==> src/rtl/cwg_pkg.sv <==
package cwg_pkg;
  localparam int WORD_W = 64;
  localparam int HAM_W  = 72;
  localparam int SYN_W  = 7;

  typedef struct packed {
    logic [WORD_W-1:0] data;
    logic              poison;
    logic              corrected;
    logic              uncorr;
    logic              refetch;
  } rd_beat_t;

  function automatic int code_width(bit secded);
    return secded ? HAM_W + 2 : WORD_W + 3;
  endfunction

  function automatic bit is_pow2(int p);
    return (p > 0) && ((p & (p - 1)) == 0);
  endfunction

  // XOR of the indices of every set bit, index 0 excluded
  function automatic logic [SYN_W-1:0] ham_syndrome(logic [HAM_W-1:0] cw);
    logic [SYN_W-1:0] s;
    s = '0;
    for (int p = 1; p < HAM_W; p++)
      if (cw[p]) s ^= SYN_W'(p);
    return s;
  endfunction

  function automatic logic [HAM_W-1:0] ham_place(logic [WORD_W-1:0] d);
    logic [HAM_W-1:0] cw;
    int k;
    cw = '0;
    k  = 0;
    for (int p = 1; p < HAM_W; p++)
      if (!is_pow2(p)) begin
        cw[p] = d[k];
        k++;
      end
    return cw;
  endfunction

  function automatic logic [WORD_W-1:0] ham_extract(logic [HAM_W-1:0] cw);
    logic [WORD_W-1:0] d;
    int k;
    d = '0;
    k = 0;
    for (int p = 1; p < HAM_W; p++)
      if (!is_pow2(p)) begin
        d[k] = cw[p];
        k++;
      end
    return d;
  endfunction
endpackage

==> src/rtl/cwg_encode.sv <==
module cwg_encode
  import cwg_pkg::*;
#(
  parameter bit SECDED = 1'b1,
  parameter int CODE_W = 74
) (
  input  logic [WORD_W-1:0] data_i,
  input  logic              poison_i,
  output logic [CODE_W-1:0] code_o
);
  generate
    if (SECDED) begin : g_ham
      logic [HAM_W-1:0] cw;
      logic [SYN_W-1:0] syn;
      always_comb begin
        cw  = ham_place(data_i);
        syn = ham_syndrome(cw);
        for (int j = 0; j < SYN_W; j++) cw[1 << j] = syn[j];
        cw[0] = ^cw[HAM_W-1:1];
      end
      assign code_o = {poison_i, poison_i, cw};
    end else begin : g_par
      assign code_o = {poison_i, poison_i, ^data_i, data_i};
    end
  endgenerate
endmodule

==> src/rtl/cwg_decode.sv <==
module cwg_decode
  import cwg_pkg::*;
#(
  parameter bit SECDED = 1'b1,
  parameter int CODE_W = 74
) (
  input  logic [CODE_W-1:0] code_i,
  output rd_beat_t          beat_o
);
  generate
    if (SECDED) begin : g_ham
      logic [HAM_W-1:0] cw, fixed;
      logic [SYN_W-1:0] syn;
      logic odd, single, dbl;
      always_comb begin
        cw     = code_i[HAM_W-1:0];
        syn    = ham_syndrome(cw);
        odd    = ^cw;
        single = odd && (syn < SYN_W'(HAM_W));
        dbl    = (!odd && (syn != '0)) || (odd && !single);
        fixed  = cw;
        if (single) fixed[syn] = ~fixed[syn];
        beat_o.data      = ham_extract(fixed);
        beat_o.corrected = single;
        beat_o.uncorr    = dbl;
        beat_o.refetch   = 1'b0;
        beat_o.poison    = (|code_i[HAM_W+1:HAM_W]) | dbl;
      end
    end else begin : g_par
      always_comb begin
        beat_o.data      = code_i[WORD_W-1:0];
        beat_o.corrected = 1'b0;
        beat_o.uncorr    = 1'b0;
        beat_o.refetch   = ^code_i[WORD_W:0];
        beat_o.poison    = |code_i[WORD_W+2:WORD_W+1];
      end
    end
  endgenerate
endmodule

==> src/rtl/cwg_log.sv <==
module cwg_satcnt #(
  parameter int W = 8
) (
  input  logic         clk,
  input  logic         rst_n,
  input  logic         inc,
  input  logic         clr,
  output logic [W-1:0] count
);
  localparam logic [W-1:0] TOP = {W{1'b1}};
  always_ff @(posedge clk) begin
    if (!rst_n)                  count <= '0;
    else if (clr)                count <= '0;
    else if (inc && count != TOP) count <= count + 1'b1;
  end
endmodule

module cwg_log #(
  parameter int ADDR_W = 16,
  parameter int CNT_W  = 8
) (
  input  logic              clk,
  input  logic              rst_n,
  input  logic              evt_corr,
  input  logic              evt_uncorr,
  input  logic [ADDR_W-1:0] evt_addr,
  input  logic [1:0]        csr_sel,
  input  logic              csr_clr,
  output logic [31:0]       csr_rdata,
  output logic [CNT_W-1:0]  cnt_corr,
  output logic [CNT_W-1:0]  cnt_uncorr,
  output logic              cap_valid,
  output logic [ADDR_W-1:0] cap_addr
);
  localparam int NCNT = 2;
  logic [NCNT-1:0] inc;
  logic [CNT_W-1:0] cnt [NCNT];
  logic clr_cap;

  assign inc     = {evt_uncorr, evt_corr};
  assign clr_cap = csr_clr && (csr_sel == 2'd2);

  generate
    for (genvar i = 0; i < NCNT; i++) begin : g_cnt
      cwg_satcnt #(.W(CNT_W)) u_cnt (
        .clk  (clk),
        .rst_n(rst_n),
        .inc  (inc[i]),
        .clr  (csr_clr && (csr_sel == 2'(i))),
        .count(cnt[i])
      );
    end
  endgenerate

  assign cnt_corr   = cnt[0];
  assign cnt_uncorr = cnt[1];

  always_ff @(posedge clk) begin
    if (!rst_n || clr_cap) begin
      cap_valid <= 1'b0;
      cap_addr  <= '0;
    end else if (evt_uncorr && !cap_valid) begin
      cap_valid <= 1'b1;
      cap_addr  <= evt_addr;
    end
  end

  always_comb begin
    csr_rdata = '0;
    case (csr_sel)
      2'd0: csr_rdata[CNT_W-1:0] = cnt_corr;
      2'd1: csr_rdata[CNT_W-1:0] = cnt_uncorr;
      2'd2: begin
        csr_rdata[ADDR_W-1:0] = cap_addr;
        csr_rdata[31]         = cap_valid;
      end
      default: csr_rdata = '0;
    endcase
  end
endmodule

==> src/rtl/cache_word_guard.sv <==
module cache_word_guard
  import cwg_pkg::*;
#(
  parameter bit SECDED = 1'b1,
  parameter int ADDR_W = 16,
  parameter int CNT_W  = 8,
  localparam int CODE_W = code_width(SECDED)
) (
  input  logic              clk,
  input  logic              rst_n,
  input  logic              wr_valid,
  output logic              wr_ready,
  input  logic [WORD_W-1:0] wr_data,
  input  logic              wr_poison,
  output logic              enc_valid,
  input  logic              enc_ready,
  output logic [CODE_W-1:0] enc_code,
  input  logic              fill_valid,
  output logic              fill_ready,
  input  logic [CODE_W-1:0] fill_code,
  input  logic [ADDR_W-1:0] fill_addr,
  output logic              rd_valid,
  input  logic              rd_ready,
  output logic [WORD_W-1:0] rd_data,
  output logic              rd_poison,
  output logic              rd_corrected,
  output logic              rd_uncorr,
  output logic              rd_refetch,
  input  logic [1:0]        csr_sel,
  input  logic              csr_clr,
  output logic [31:0]       csr_rdata
);
  rd_beat_t beat_d, beat_q;
  logic accept;
  logic [CNT_W-1:0]  cnt_corr, cnt_uncorr;
  logic              cap_valid;
  logic [ADDR_W-1:0] cap_addr;

  assign enc_valid = wr_valid;
  assign wr_ready  = enc_ready;

  cwg_encode #(.SECDED(SECDED), .CODE_W(CODE_W)) u_enc (
    .data_i  (wr_data),
    .poison_i(wr_poison),
    .code_o  (enc_code)
  );

  cwg_decode #(.SECDED(SECDED), .CODE_W(CODE_W)) u_dec (
    .code_i(fill_code),
    .beat_o(beat_d)
  );

  assign fill_ready = !rd_valid || rd_ready;
  assign accept     = fill_valid && fill_ready;

  always_ff @(posedge clk) begin
    if (!rst_n) begin
      rd_valid <= 1'b0;
      beat_q   <= '0;
    end else if (accept) begin
      rd_valid <= 1'b1;
      beat_q   <= beat_d;
    end else if (rd_ready) begin
      rd_valid <= 1'b0;
    end
  end

  assign rd_data      = beat_q.data;
  assign rd_poison    = beat_q.poison;
  assign rd_corrected = beat_q.corrected;
  assign rd_uncorr    = beat_q.uncorr;
  assign rd_refetch   = beat_q.refetch;

  cwg_log #(.ADDR_W(ADDR_W), .CNT_W(CNT_W)) u_log (
    .clk       (clk),
    .rst_n     (rst_n),
    .evt_corr  (accept && beat_d.corrected),
    .evt_uncorr(accept && (beat_d.uncorr || beat_d.refetch)),
    .evt_addr  (fill_addr),
    .csr_sel   (csr_sel),
    .csr_clr   (csr_clr),
    .csr_rdata (csr_rdata),
    .cnt_corr  (cnt_corr),
    .cnt_uncorr(cnt_uncorr),
    .cap_valid (cap_valid),
    .cap_addr  (cap_addr)
  );
endmodule

==> config.mk <==
export PLATFORM = sky130hd
export DESIGN_NAME = cache_word_guard
export DESIGN_NICKNAME = d
export VERILOG_FILES = /design/src/rtl/cwg_pkg.sv /design/src/rtl/cwg_encode.sv /design/src/rtl/cwg_decode.sv /design/src/rtl/cwg_log.sv /design/src/rtl/cache_word_guard.sv
export SDC_FILE = /design/constraint.sdc
export NUM_CORES = 1
export LEC_CHECK = 0
export BUFFER_PORTS_ARGS = -buffer_cell sky130_fd_sc_hd__buf_2
export CAP_MARGIN = 40
export CELL_PAD_IN_SITES_DETAIL_PLACEMENT = 0
export CELL_PAD_IN_SITES_GLOBAL_PLACEMENT = 2
export CORE_AREA = 2 2 183 185
export CTS_CLUSTER_SIZE = 24
export DETAILED_ROUTE_END_ITERATION = 8
export DIE_AREA = 0 0 185 187
export GPL_TIMING_DRIVEN = 1
export PLACE_DENSITY_LB_ADDON = 0.1
export SYNTH_ARGS = -nofsm -noshare
export SYNTH_HDL_FRONTEND = slang
export SYNTH_SLANG_ARGS = --single-unit
==> constraint.sdc <==
create_clock -name clk -period 4.9 [get_ports clk]
set_clock_uncertainty 0.1 [all_clocks]
set_input_delay 0.735 -clock clk [delete_from_list [all_inputs] [get_ports clk]]
set_output_delay 0.735 -clock clk [all_outputs]
set_load 0.05 [all_outputs]
==> summary.txt <==
Run status
  • Outcome: finished clean

Logic synthesis
  • Primary FF master, synth: dfxtp_1
  • Synth unique cells: 63
  • Yosys synthesis warning count: 0
  • Ys async rst share: 0%
  • Number of synthesized flops with an enable pin: 0
  • Cells after synthesis: 1083
  • #FFs+latches synth: 101
  • Register area share after synthesis: 22.5%
  • Syn avg cell area: 8.29 sq um
  • Post-Syn Area: 8970 sq um

Timing
  • Fmax: 0.234 GHz
  • Final worst setup slack: 0.630 ns
  • Setup violators final: 0
  • Final hold viol count: 0
  • TNS Setup: 0 ns
  • Period utilization: 87.1%
  • Tmin final: 4.27 ns
  • Slew Limit Fails: 0
  • Max-slew headroom: 49.6%
  • RSZ-0062 raised after global routing: no
  • Actual slew at the worst max-slew pin: 0.754 ns

Setup path
  • Max stage delay on crit path: 0.48 ns
  • Worst Setup End Kind: flop
  • CP max stage cell: xnor2_4
  • Critical Path AT: 4.40 ns
  • Crit path buf inv count: 3
  • CP max FO: 64
  • Startpoint types: primary input
  • Crit path kind: in2reg
  • Critical Path RT: 5.03 ns
  • CP cell instances: buf_2, xnor2_1, xnor2_1, xor2_1, xnor3_2, xnor2_4, buf_4, nand2_1, a32o_1, o211a_1, nor4_4, buf_12, a311oi_1
  • Kind of cell adding the most delay to the critical path: XOR/XNOR gates
  • CP most frequent cell: xnor2_1

Global routing
  • Gr ovfl total: 0
  • Pin count of the biggest net entering global routing: 65
  • Vias in the first global route: 8499
  • Gr usage total: 20.6%
  • First-pass GRT wire length: 53900 um
  • Initial antenna violation count: 3

Route
  • Vias: 8377
  • Drt pass-1 iters: 4
  • # DRC: 0
  • Drt total wl: 36100 um
  • WL/cell: 20.4 um
  • Number of DRC markers in iteration 0: 413
  • DRT antenna net count: 0
  • DR vias/cell: 4.74

Run
  • Max-cap violations: 0

Clocking
  • Post-CTS Repair Setup Buffers: 0
  • H-tree depth: 3
  • Clock Latency Late Sink: 0.36 ns
  • Worst-path clk slew: 0.09 ns
  • Post_cts resized: 0
  • Clock Sinks: 101
  • CTS root buf: clkbuf_16
  • CTS Buffer Depth: 2
  • Hold-fix buffers, CTS: 0
  • CTS tree: built
  • Total CTS buffers: 9

Die
  • Initial cell density of the core: 27.3%
  • Width of the die: 185 um
  • Die Area: 34600 sq um
  • Area of the core: 32900 sq um
  • # IOs: 342
  • Row count: 67
  • Vert. Die Dim: 187 um

Place
  • GPL Wtd Cong: 0.813
  • Pre-CTS setup slack: 0.260 ns
  • Hpwl dp: 28300 um
  • Buffers on Ports: 318

Min path
  • Hold WC Path Type: reg2reg

Power
  • Peak VDD IR: 0.595 mV
  • P_leak: 0.00439 uW
  • PwrDens: 760 nW/um^2

Layout
  • Layout fillers: 3637
  • Fin nets: 1481
  • Layout overhead on the synthesized area: 20.8%
  • Layout cell share with drive strength beyond 1: 29.4%
## metrics by stage
| stage | total power (uW) | hold slack [ns] | cells | area [sq um] | utilization, % |
|---|---|---|---|---|---|
| 2_1_floorplan | 5460 | 0.352 | 1098 | 9030 | - |
| 3_3_place_gp | 7510 | 0.354 | 1749 | 10500 | 32.0 |
| 3_5_place_dp | 7480 | 0.359 | 1752 | 10500 | 32.1 |
| 4_1_cts | 8290 | 0.372 | 1768 | 10800 | 33.0 |
| 5_1_grt | 8730 | 0.391 | 1768 | 10800 | 33.0 |
| 6_report | 8240 | 0.365 | 1769 | 10800 | 33.0 |
## metal layers
metal | wire length [um] | share of wire [%] | up-vias | GRT usage (%)
li1 | - | - | 4151 | -
met5 | 25 | 0.069 | - | 0
met4 | 519 | 1.4 | 4 | 4.18
met2 | 17500 | 48 | 244 | 35.4
met3 | 1690 | 4.7 | 29 | 3.12
met1 | 16400 | 45 | 3949 | 27.2
## state kept, by name, summed over array words and instances, names as in the netlist
signal,count
rd_valid,1
u_log.cap_valid,1
rd_data,64
u_log.g_cnt.u_cnt.count,16
rd_poison,1
u_log.cap_addr,16
rd_uncorr,1
rd_corrected,1
## cell families (layout without fill, tap and decap cells)
kind of cell | count (synthesis) | count (layout) | synth area share (%)
compound gates | 242 | 242 | 18.5
simple gates | 267 | 267 | 13.7
mux | 45 | 45 | 5.17
xor+xnor | 275 | 275 | 29.2
flops | 101 | 101 | 22.5
fa+ha+maj | 2 | 2 | 0.279
buf+inv | 150 | 372 | 10.6
other cells | 1 | 17 | 0.0418
## worst min-delay path, stage by stage (launching register included)
cell      delay [ns]
dfxtp_1         0.31
nand2_1         0.04
a21boi_0        0.06
## cell type report
type	instances	area [sq um]	share of cell area, %
Timing Repair Buffer	351	1870	17.3
Antenna cell	1	2.50	0.0231
Clock buffer	9	225	2.08
Multi-Input combinational cell	847	6070	55.9
Inverter	5	18.8	0.173
Sequential cell	101	2020	18.6
Tap cell	448	561	5.17
Clock inverter	7	75.1	0.692
## synth_stat cells, types with 6 or more instances
cell type	n	area (sq um)
xnor2_1	215	1880
dfxtp_1	101	2020
nor2_1	101	379
buf_4	85	638
o21ai_0	57	285
nand2_1	56	210
nor3_1	48	240
xor2_1	44	385
mux2i_1	43	430
clkbuf_1	40	150
a211oi_1	37	278
a31oi_1	29	181
o31ai_1	28	210
o21a_1	27	203
a21oi_1	17	85.1
a32oi_1	11	96.3
or3_1	11	68.8
and2_1	10	62.6
nand3_1	10	50.1
a311oi_1	8	70.1
buf_6	8	90.1
xnor3_1	8	180
buf_2	7	35.0
o211ai_1	7	52.6
and3_1	6	37.5
## final timing paths
check / startpoint / endpoint / slack, ns / depth (start not counted)
worst max-delay path: fill_code[62] / rd_data[8] / 0.63 / 13
worst max register to register: rd_valid / u_log.g_cnt[1].u_cnt.count[7] / 2.57 / 6
worst min-delay path: rd_uncorr / rd_uncorr / 0.36 / 2
worst min register to register: rd_uncorr / rd_uncorr / 0.36 / 2
## report_power, final
part / total [uW] / switching (uW) / internal, uW
Sequential: 1000 / 65.0 / 940
Clock: 776 / 409 / 366
Combinational: 6460 / 4340 / 2120
## cell usage in the layout, fill, tap and decap left out, types with 37 or more instances in the layout
cell      netlist  final
buf_2           7    319
xnor2_1       215    215
nor2_1        101    101
dfxtp_1       101    101
o21ai_0        57     57
nand2_1        56     55
nor3_1         48     47
xor2_1         44     44
mux2i_1        43     43
a211oi_1       37     37
(Power assumes the default switching activity.)
